`config.mk`:
```
export PLATFORM = sky130hd
export DESIGN_NAME = cmd_responder
export DESIGN_NICKNAME = d
export VERILOG_FILES = /design/src/rtl/rsp_pkg.sv /design/src/rtl/rsp_inbuf.sv /design/src/rtl/rsp_decode.sv /design/src/rtl/rsp_state.sv /design/src/rtl/rsp_outbuf.sv /design/src/rtl/cmd_responder.sv
export SDC_FILE = /design/constraint.sdc
export NUM_CORES = 1
export LEC_CHECK = 0
export BUFFER_PORTS_ARGS = -buffer_cell sky130_fd_sc_hd__buf_4
export CELL_PAD_IN_SITES_DETAIL_PLACEMENT = 2
export CELL_PAD_IN_SITES_GLOBAL_PLACEMENT = 2
export CORE_MARGIN = 1
export CORE_UTILIZATION = 25
export DETAILED_ROUTE_END_ITERATION = 12
export PLACE_DENSITY = 0.63
export SYNTH_ARGS = -nofsm -noshare
export SYNTH_HDL_FRONTEND = slang
export SYNTH_HIERARCHICAL = 1
export SYNTH_SLANG_ARGS = --single-unit
export TNS_END_PERCENT = 10
```
`constraint.sdc`:
```
create_clock -name clk -period 8.71 [get_ports clk]
set_input_delay 0.871 -clock clk [delete_from_list [all_inputs] [get_ports clk]]
set_output_delay 0.871 -clock clk [all_outputs]
set_load 0.1 [all_outputs]
```
`src/rtl/rsp_pkg.sv`:
```
package rsp_pkg;

    localparam int BYTE_W   = 8;
    localparam int SEC_W    = 32;
    // bytes the decoder inspects: type, command, up to four arguments
    localparam int HEAD_N   = 6;
    // longest reply: type, status, command, four result bytes
    localparam int RESP_MAX = 7;

    localparam logic [7:0] PT_BUS  = 8'h00;
    localparam logic [7:0] PT_CTRL = 8'h01;
    localparam logic [7:0] PT_ERR  = 8'h02;

    localparam logic [7:0] ERR_UNKNOWN = 8'h02;
    localparam logic [7:0] ERR_BADARG  = 8'h05;

    localparam logic [7:0] OP_AUTOPOLL  = 8'h01;
    localparam logic [7:0] OP_GET_TIME  = 8'h03;
    localparam logic [7:0] OP_SET_TIME  = 8'h09;
    localparam logic [7:0] OP_POWER_OFF = 8'h0A;
    localparam logic [7:0] OP_SYS_RST   = 8'h11;
    localparam logic [7:0] OP_FS_FLAG   = 8'h13;
    localparam logic [7:0] OP_RATE      = 8'h14;
    localparam logic [7:0] OP_DEV_MASK  = 8'h19;
    localparam logic [7:0] OP_PWR_MSG   = 8'h21;

    typedef enum logic [1:0] {
        K_DROP  = 2'd0,
        K_FWD   = 2'd1,
        K_REPLY = 2'd2
    } kind_e;

    typedef struct packed {
        logic       known;
        logic [2:0] nargs;
    } cmd_info_t;

    typedef struct packed {
        logic              set_poll;
        logic              poll_val;
        logic              set_rate;
        logic [7:0]        rate;
        logic              set_mask;
        logic [15:0]       mask;
        logic              set_time;
        logic [SEC_W-1:0]  time_val;
        logic              pd;
        logic              sr;
    } action_t;

    function automatic cmd_info_t lookup(input logic [7:0] op);
        cmd_info_t r;
        r.known = 1'b1;
        case (op)
            OP_AUTOPOLL:  r.nargs = 3'd1;
            OP_GET_TIME:  r.nargs = 3'd0;
            OP_SET_TIME:  r.nargs = 3'd4;
            OP_POWER_OFF: r.nargs = 3'd0;
            OP_SYS_RST:   r.nargs = 3'd0;
            OP_FS_FLAG:   r.nargs = 3'd1;
            OP_RATE:      r.nargs = 3'd1;
            OP_DEV_MASK:  r.nargs = 3'd2;
            OP_PWR_MSG:   r.nargs = 3'd1;
            default: begin
                r.known = 1'b0;
                r.nargs = 3'd0;
            end
        endcase
        return r;
    endfunction

endpackage

```
`src/rtl/rsp_inbuf.sv`:
```
module rsp_inbuf
    import rsp_pkg::*;
#(
    parameter int DEPTH = 16,
    localparam int IDX_W = $clog2(DEPTH)
) (
    input  logic                              clk,
    input  logic                              rst,
    input  logic                              we,
    input  logic [IDX_W-1:0]                  waddr,
    input  logic [BYTE_W-1:0]                 wdata,
    input  logic [IDX_W-1:0]                  raddr,
    output logic [BYTE_W-1:0]                 rdata,
    output logic [HEAD_N-1:0][BYTE_W-1:0]     head
);

    logic [DEPTH-1:0][BYTE_W-1:0] mem;

    always_ff @(posedge clk) begin
        if (rst) begin
            mem <= '0;
        end else if (we) begin
            mem[waddr] <= wdata;
        end
    end

    assign rdata = mem[raddr];

    for (genvar g = 0; g < HEAD_N; g++) begin : g_head
        assign head[g] = mem[g];
    end

endmodule

```
`src/rtl/rsp_decode.sv`:
```
module rsp_decode
    import rsp_pkg::*;
#(
    parameter int LEN_W = 5
) (
    input  logic [HEAD_N-1:0][BYTE_W-1:0]   head,
    input  logic [LEN_W-1:0]                len,
    input  logic [SEC_W-1:0]                secs,
    output kind_e                           kind,
    output logic [LEN_W-1:0]                rlen,
    output logic [RESP_MAX-1:0][BYTE_W-1:0] reply,
    output action_t                         act
);

    cmd_info_t        info;
    logic [LEN_W-1:0] nargs_in;
    logic             bad;
    logic [7:0]       op;

    always_comb begin
        op       = head[1];
        info     = lookup(op);
        nargs_in = len - LEN_W'(2);
        bad      = (nargs_in != LEN_W'(info.nargs)) ||
                   ((op == OP_RATE) && (head[2] == 8'h00));
        kind     = K_DROP;
        rlen     = '0;
        reply    = '0;
        act      = '0;
        if (len != '0) begin
            if (head[0] == PT_BUS) begin
                kind = K_FWD;
            end else if ((head[0] == PT_CTRL) && (len >= LEN_W'(2))) begin
                kind = K_REPLY;
                if (!info.known || bad) begin
                    reply[0] = PT_ERR;
                    reply[1] = info.known ? ERR_BADARG : ERR_UNKNOWN;
                    reply[2] = PT_CTRL;
                    reply[3] = op;
                    rlen     = LEN_W'(4);
                end else begin
                    reply[0] = PT_CTRL;
                    reply[1] = 8'h00;
                    reply[2] = op;
                    rlen     = LEN_W'(3);
                    case (op)
                        OP_AUTOPOLL: begin
                            act.set_poll = 1'b1;
                            act.poll_val = (head[2] != 8'h00);
                        end
                        OP_RATE: begin
                            act.set_rate = 1'b1;
                            act.rate     = head[2];
                        end
                        OP_DEV_MASK: begin
                            act.set_mask = 1'b1;
                            act.mask     = {head[2], head[3]};
                        end
                        OP_SET_TIME: begin
                            act.set_time = 1'b1;
                            act.time_val = {head[2], head[3], head[4], head[5]};
                        end
                        OP_GET_TIME: begin
                            reply[3] = secs[31:24];
                            reply[4] = secs[23:16];
                            reply[5] = secs[15:8];
                            reply[6] = secs[7:0];
                            rlen     = LEN_W'(7);
                        end
                        OP_POWER_OFF: act.pd = 1'b1;
                        OP_SYS_RST:   act.sr = 1'b1;
                        default: ;
                    endcase
                end
            end
        end
    end

endmodule

```
`src/rtl/rsp_state.sv`:
```
module rsp_state
    import rsp_pkg::*;
#(
    parameter logic [7:0]  DEF_RATE = 8'd20,
    parameter logic [15:0] DEF_MASK = 16'hFFFF
) (
    input  logic             clk,
    input  logic             rst,
    input  logic             apply,
    input  logic             tick,
    input  action_t          act,
    output logic             poll_en,
    output logic [7:0]       poll_rate,
    output logic [15:0]      poll_mask,
    output logic [SEC_W-1:0] secs
);

    always_ff @(posedge clk) begin
        if (rst) begin
            poll_en   <= 1'b0;
            poll_rate <= DEF_RATE;
            poll_mask <= DEF_MASK;
            secs      <= '0;
        end else begin
            if (tick) begin
                secs <= secs + SEC_W'(1);
            end
            if (apply) begin
                if (act.set_time) secs      <= act.time_val;
                if (act.set_poll) poll_en   <= act.poll_val;
                if (act.set_rate) poll_rate <= act.rate;
                if (act.set_mask) poll_mask <= act.mask;
            end
        end
    end

endmodule

```
`src/rtl/rsp_outbuf.sv`:
```
module rsp_outbuf
    import rsp_pkg::*;
#(
    parameter int DEPTH = 8,
    localparam int OIDX_W = $clog2(DEPTH)
) (
    input  logic                            clk,
    input  logic                            rst,
    input  logic                            load,
    input  logic [RESP_MAX-1:0][BYTE_W-1:0] data,
    input  logic [OIDX_W-1:0]               raddr,
    output logic [BYTE_W-1:0]               rdata
);

    logic [DEPTH-1:0][BYTE_W-1:0] mem;

    for (genvar g = 0; g < DEPTH; g++) begin : g_slot
        if (g < RESP_MAX) begin : g_used
            always_ff @(posedge clk) begin
                if (rst) begin
                    mem[g] <= '0;
                end else if (load) begin
                    mem[g] <= data[g];
                end
            end
        end else begin : g_pad
            assign mem[g] = '0;
        end
    end

    assign rdata = mem[raddr];

endmodule

```
`src/rtl/cmd_responder.sv`:
```
module cmd_responder
    import rsp_pkg::*;
#(
    parameter int          IN_DEPTH  = 16,
    parameter int          OUT_DEPTH = 8,
    parameter logic [7:0]  DEF_RATE  = 8'd20,
    parameter logic [15:0] DEF_MASK  = 16'hFFFF,
    localparam int IDX_W  = $clog2(IN_DEPTH),
    localparam int LEN_W  = $clog2(IN_DEPTH + 1),
    localparam int OIDX_W = $clog2(OUT_DEPTH)
) (
    input  logic              clk,
    input  logic              rst,
    input  logic              in_we,
    input  logic [IDX_W-1:0]  in_addr,
    input  logic [7:0]        in_data,
    input  logic              start,
    input  logic [LEN_W-1:0]  in_len,
    input  logic              tick_1s,
    input  logic [IDX_W-1:0]  fwd_addr,
    output logic [7:0]        fwd_data,
    output logic              resp_valid,
    output logic [LEN_W-1:0]  resp_len,
    input  logic [OIDX_W-1:0] out_addr,
    output logic [7:0]        out_data,
    output logic              bus_fwd,
    output logic [LEN_W-1:0]  bus_fwd_len,
    output logic              poll_en,
    output logic [7:0]        poll_rate,
    output logic [15:0]       poll_mask,
    output logic [31:0]       seconds,
    output logic              pwr_down,
    output logic              sys_reset
);

    logic [HEAD_N-1:0][BYTE_W-1:0]   head;
    kind_e                           kind;
    logic [LEN_W-1:0]                rlen;
    logic [RESP_MAX-1:0][BYTE_W-1:0] reply;
    action_t                         act;
    logic                            apply;

    assign apply = start && (kind == K_REPLY);

    rsp_inbuf #(.DEPTH(IN_DEPTH)) u_in (
        .clk   (clk),
        .rst   (rst),
        .we    (in_we),
        .waddr (in_addr),
        .wdata (in_data),
        .raddr (fwd_addr),
        .rdata (fwd_data),
        .head  (head)
    );

    rsp_decode #(.LEN_W(LEN_W)) u_dec (
        .head  (head),
        .len   (in_len),
        .secs  (seconds),
        .kind  (kind),
        .rlen  (rlen),
        .reply (reply),
        .act   (act)
    );

    rsp_state #(.DEF_RATE(DEF_RATE), .DEF_MASK(DEF_MASK)) u_st (
        .clk       (clk),
        .rst       (rst),
        .apply     (apply),
        .tick      (tick_1s),
        .act       (act),
        .poll_en   (poll_en),
        .poll_rate (poll_rate),
        .poll_mask (poll_mask),
        .secs      (seconds)
    );

    rsp_outbuf #(.DEPTH(OUT_DEPTH)) u_out (
        .clk   (clk),
        .rst   (rst),
        .load  (apply),
        .data  (reply),
        .raddr (out_addr),
        .rdata (out_data)
    );

    always_ff @(posedge clk) begin
        if (rst) begin
            resp_valid  <= 1'b0;
            resp_len    <= '0;
            bus_fwd     <= 1'b0;
            bus_fwd_len <= '0;
            pwr_down    <= 1'b0;
            sys_reset   <= 1'b0;
        end else begin
            resp_valid <= apply;
            pwr_down   <= apply && act.pd;
            sys_reset  <= apply && act.sr;
            bus_fwd    <= start && (kind == K_FWD);
            if (apply) begin
                resp_len <= rlen;
            end
            if (start && (kind == K_FWD)) begin
                bus_fwd_len <= in_len;
            end
        end
    end

endmodule

```
=== Word level (Yosys, flattened, before mapping) ===
Cells that the tools add are included.
W data, S select, Z words.

* Reduce and logical (&&, ||, !) cells: 19
* Order comparisons: 5
* Equality and inequality tests: 13
* Add/subtract/negate cells: 2
* Multiplexer cells: 37

{| class="wikitable"
|+ Operator list
! operator !! count
|-
| $mux W63 || 4
|-
| $mux W56 || 3
|-
| $mux W32 || 5
|-
| $bwmux W128 || 1
|-
| $mux W33 || 1
|-
| $add A32 B1 Y32 const B || 1
|-
| $bmux W8 S4 || 1
|-
| $demux W8 S4 || 1
|-
| $eq A8 B5 Y1 const B || 4
|-
| $bmux W8 S3 || 1
|-
| $mux W24 || 1
|-
| $mux W8 || 3
|-
| $mux W5 || 4
|-
| $mux W17 || 1
|-
| $eq A8 B1 Y1 const B || 2
|-
| $eq A8 B4 Y1 const B || 2
|-
| $logic_not A8 Y1 || 2
|-
| $lt A4 B5 Y1 const B || 2
|-
| $mux W9 || 1
|-
| $pmux W3 S3 || 1
|-
| $reduce_or A9 Y1 || 1
|-
| $eq A8 B2 Y1 const B || 1
|-
| $eq A8 B6 Y1 const B || 1
|-
| $mux W2 || 4
|-
| other kinds (16) || 28
|}

* Register bits: 255

=== Logic depth before layout (Yosys ltp) ===
* Depth in word-level cells: 12
* Gate-level depth with buffers: 14
* Mapped depth without buffers: 11

=== Cells and area by module ===
Netlist, hierarchy kept.

{| class="wikitable"
|+ By module, submodules not included
! module !! area an instance (µm²) !! cells an instance !! times used
|-
| rsp_inbuf || 6,426.2 || 738 || 1
|-
| rsp_state || 2,797.7 || 324 || 1
|-
| rsp_outbuf || 2,513.7 || 238 || 1
|-
| rsp_decode || 1,991.9 || 265 || 1
|-
| cmd_responder || 591.8 || 54 || 1
|}

=== Worst setup path after synthesis ===
OpenSTA, ideal clock, no wires.

* Path kind: input -> register
* Start: input port in_len[1]
* End: register u_st.poll_mask[0]
* Library setup time: 120 ps
* Path buffers: 3
* Stages on the path: 11
* Slack: 5,018 ps
* Data required time: 8,590 ps
* Arrival: 3,572 ps
* Path through: inv_1 ha_1 nand3_1 or4b_4 or3_1 buf_4 buf_2 nor3_1 nand2_1 clkbuf_1 a211o_1

{| class="wikitable"
|+ RTL lines
! what !! line !! source
|-
| from (decl) || cmd_responder.sv:18 || <nowiki>input logic [LEN_W-1:0] in_len,</nowiki>
|-
| to (signal assigned) || rsp_state.sv:32 || <nowiki>if (act.set_mask) poll_mask <= act.mask;</nowiki>
|-
| to (decl) || rsp_state.sv:14 || <nowiki>output logic [15:0] poll_mask,</nowiki>
|}

==> results.yml <==
synthesis:
  seq_area_frac_synth: 0.356
  synth-compound-area-share: 0.165
  synthDistinctLibCells: 72
  synth-simple-area-share: 0.240
  synthAdderAreaFrac: 0.00175
  netlist_instances: 1619
  ys_ff_latch: 255
  synth_ff_type: "dfxtp_1"
  synth_top_family_by_area: "simple AND/OR/NAND/NOR gates"
  netlist_area_mm2: 0.0143
  async_flop_share: 0
  synth_xor_area_frac: 0.00795
  synth.area.mux_share: 0.118
  synth-edff-count: 0
  postSynthAreaPerCell_um2: 8.85
  yosysWarnings: 6
global_routing:
  grt_overflow: 0
  grtUsageTotal: 0.179
  grt_pass1_wl_um: 79500
  grt_antenna_before_repair: 0
  grt_pass1_vias: 12700
  grt_start_max_net_pins: 108
timing:
  setup_viol: 0
  min_period_over_period: 0.579
  whs_ps: 456
  max-slew-margin-rel: 0.160
  final_max_slew_viol_count: 0
  fmax_ghz: 0.198
  rsz0062_at_grt: "no"
  final-hold-violation-count: 0
  worst_slew_pin_slew_ps: 1250
  fin_crit_ps: 5050
  skew_ps: 25.0
  setup_tns_ps: 0
clock_network:
  htreeDepth: 2
  root_buffer: "clkbuf_16"
  cts_tree: "built"
  hold_buffers: 0
  clk_latency_ps: 560
  post_cts_resize_count: 0
  post_cts_buffers: 0
  clk_pin_slew_ps: 60
  cts_buffer_depth: 3
  cts_buffers: 34
  clkSinkCount: 255
floorplanning:
  fp-row-count: 87
  die_area_mm2: 0.0582
  core_mm2: 0.0565
  initial_utilization: 0.253
  die_w_um: 241
  die_y_um: 241
  ios: 116
critical_path:
  end_kind: "flop"
  cp.required_ps: 9130
  worst-path-buf-inv: 1
  critPathSlowestCell: "nor3_1"
  worst_setup_path_start_kind: "flop"
  crit_arrival_ps: 5470
  crit_family: "simple AND/OR/NAND/NOR gates"
  crit_path_start: "u_in/head[12]$_SDFFE_PP0P_"
  path_max_fanout: 43
  cp_cell_sequence: "nor4b_2, a21oi_1, or4b_4, or3_4, buf_4, nor3_1, nand2_1, a211o_1"
  cp_slowest_stage_delay_ps: 1060
  criticalPathCategory: "reg -> reg"
  worstReg2RegStart: "u_in/head[12]$_SDFFE_PP0P_"
final_layout:
  fill_cells: 6326
  drive_above_1_share: 0.187
  num-nets-final: 1591
  stdcell_count: 2337
  syn2layout_area_growth_pct: 11.8
  insertedDiodeCount: 0
worst_hold_path:
  min_path_type: "reg -> reg"
  hp-start: "u_st/poll_rate[3]$_SDFFE_PP0P_"
route:
  firstDrtPassIters: 5
  wirelength_um: 52400
  met3_length_um: 1530
  wl_met1_um: 23600
  wl_per_cell_um: 22.4
  top_layer: "met4"
  via_per_inst: 5.18
  antenna_left: 0
  dr_wl_met2_um: 25700
  drt_iter0_drc: 582
  via_count: 12100
  drc_errors: 0
placement:
  port_buffers: 115
  gp_congestion: 0.789
  place_inst: 2280
  dpl.hpwl_um: 35000
pwr:
  power_leakage_nw: 5.17
  vdd_drop_max_uv: 108
  power.total_mw: 2.79
  p_per_area_mw_per_mm2: 175
run_status:
  status: "finished, final reports clean"
job:
  drv_cap: 0
-- cells in the mapped netlist (3+ instances only) --
library cell,count,share of area
nand3_1,143,0.050
or3_1,6,0.0026
a311oi_1,15,0.0092
and4_1,11,0.0067
or2_2,4,0.0017
inv_1,50,0.013
nor4_2,59,0.052
nand2_1,57,0.015
buf_6,17,0.013
o31ai_1,12,0.0063
mux2i_1,94,0.066
o21ai_0,115,0.040
a21oi_1,139,0.049
dfxtp_1,255,0.36
nand3b_1,7,0.0037
mux4_2,25,0.039
a221oi_2,8,0.0084
nand2b_1,25,0.011
a22oi_1,16,0.0084
clkbuf_1,93,0.024
nor3b_1,3,0.0016
buf_1,6,0.0016
o21ai_1,22,0.0077
buf_2,34,0.012
nor3_1,16,0.0056
and2_1,32,0.014
buf_4,82,0.043
and4bb_2,3,0.0026
or4_1,15,0.0079
and3_1,24,0.010
nor4_1,8,0.0035
a211oi_1,15,0.0079
clkbuf_2,3,0.0010
xnor2_1,6,0.0037
nand4_1,11,0.0048
a211o_1,16,0.0098
o2bb2ai_1,5,0.0031
mux4_1,7,0.013
o221a_1,8,0.0063
nor2b_1,6,0.0026
and3b_1,7,0.0043
xor2_1,7,0.0043
nor2_1,96,0.025
-- cells in the final DEF (no fill, tap or decap), types with 22 or more instances in the layout --
cell,netlist,routed
o21ai_0,115,115
a21oi_1,139,139
nand2b_1,25,25
and2_1,32,32
buf_4,82,127
nand3_1,143,143
o21ai_1,22,22
mux4_2,25,25
mux2i_1,94,94
nor4_2,59,58
clkbuf_16,0,35
and3_1,24,24
nor2_1,96,95
inv_1,50,50
nand2_1,57,55
dfxtp_1,255,255
-- cell families after synthesis --
| group | after synthesis |
|---|---|
| AOI/OAI and AO/OA | 385 |
| buffers and inverters | 287 |
| muxes | 126 |
| and+or+nand+nor | 550 |
| other | 1 |
| DFF | 255 |
| xor gates and xnor gates | 13 |
| adders and majority gates | 2 |
-- stage by stage --
stage	area, um2	setup WS (ps)	util
4_1_cts	16000	3800	0.283
6_report	16000	3660	0.283
3_5_place_dp	14900	3600	0.264
2_1_floorplan	14400	5020	-
5_1_grt	16000	3310	0.283
3_3_place_gp	14900	3830	0.264
-- flip-flops by register name, indices dropped and copies added, names as in the netlist --
register	flops
resp_len	5
bus_fwd	1
sys_reset	1
u_st/secs	32
u_in/head	48
u_in/mem	80
u_out/mem	56
u_st/poll_mask	16
bus_fwd_len	5
pwr_down	1
resp_valid	1
u_st/poll_en	1
u_st/poll_rate	8
-- worst min-delay path, delay by kind of cell, from the launching register on --
kind            cells  cell delay, ps
flops               1             310
compound gates      1              50
simple gates        1              50
-- routing by layer --
| metal | global-route usage | vias up |
|---|---|---|
| met2 | 0.308 | 200 |
| met1 | 0.227 | 6167 |
| met3 | 0.0210 | 69 |
| li1 | - | 5681 |
| met4 | 0.0706 | 0 |
| met5 | 0 | - |
-- power breakdown --
| group | internal, mW | switching, mW |
|---|---|---|
| combinational | 0.0560 | 0.176 |
| clock | 0.820 | 0.555 |
| sequential | 1.18 | 0.0103 |
| total | 2.05 | 0.741 |
-- layout make-up --
| type | instances | area [um2] | share of cell area |
|---|---|---|---|
| Timing Repair Buffer | 128 | 967 | 0.0604 |
| Clock inverter | 7 | 86.3 | 0.00539 |
| Clock buffer | 50 | 992 | 0.0620 |
| Tap cell | 756 | 946 | 0.0591 |
| Sequential cell | 255 | 5100 | 0.319 |
| Multi-Input combinational cell | 1091 | 7720 | 0.483 |
| Inverter | 50 | 188 | 0.0117 |
-- path summary, 6_finish.rpt --
check             slack [ps]                              to  cells past startpoint
hold / removal           460  u_st/poll_rate[3]$_SDFFE_PP0P_                      2
hold reg to reg          460  u_st/poll_rate[3]$_SDFFE_PP0P_                      2
setup reg to reg        3660  u_st/poll_mask[6]$_SDFFE_PP1P_                      8
setup / recovery        3660  u_st/poll_mask[6]$_SDFFE_PP1P_                      8
Power figures use the tool's default switching activity.
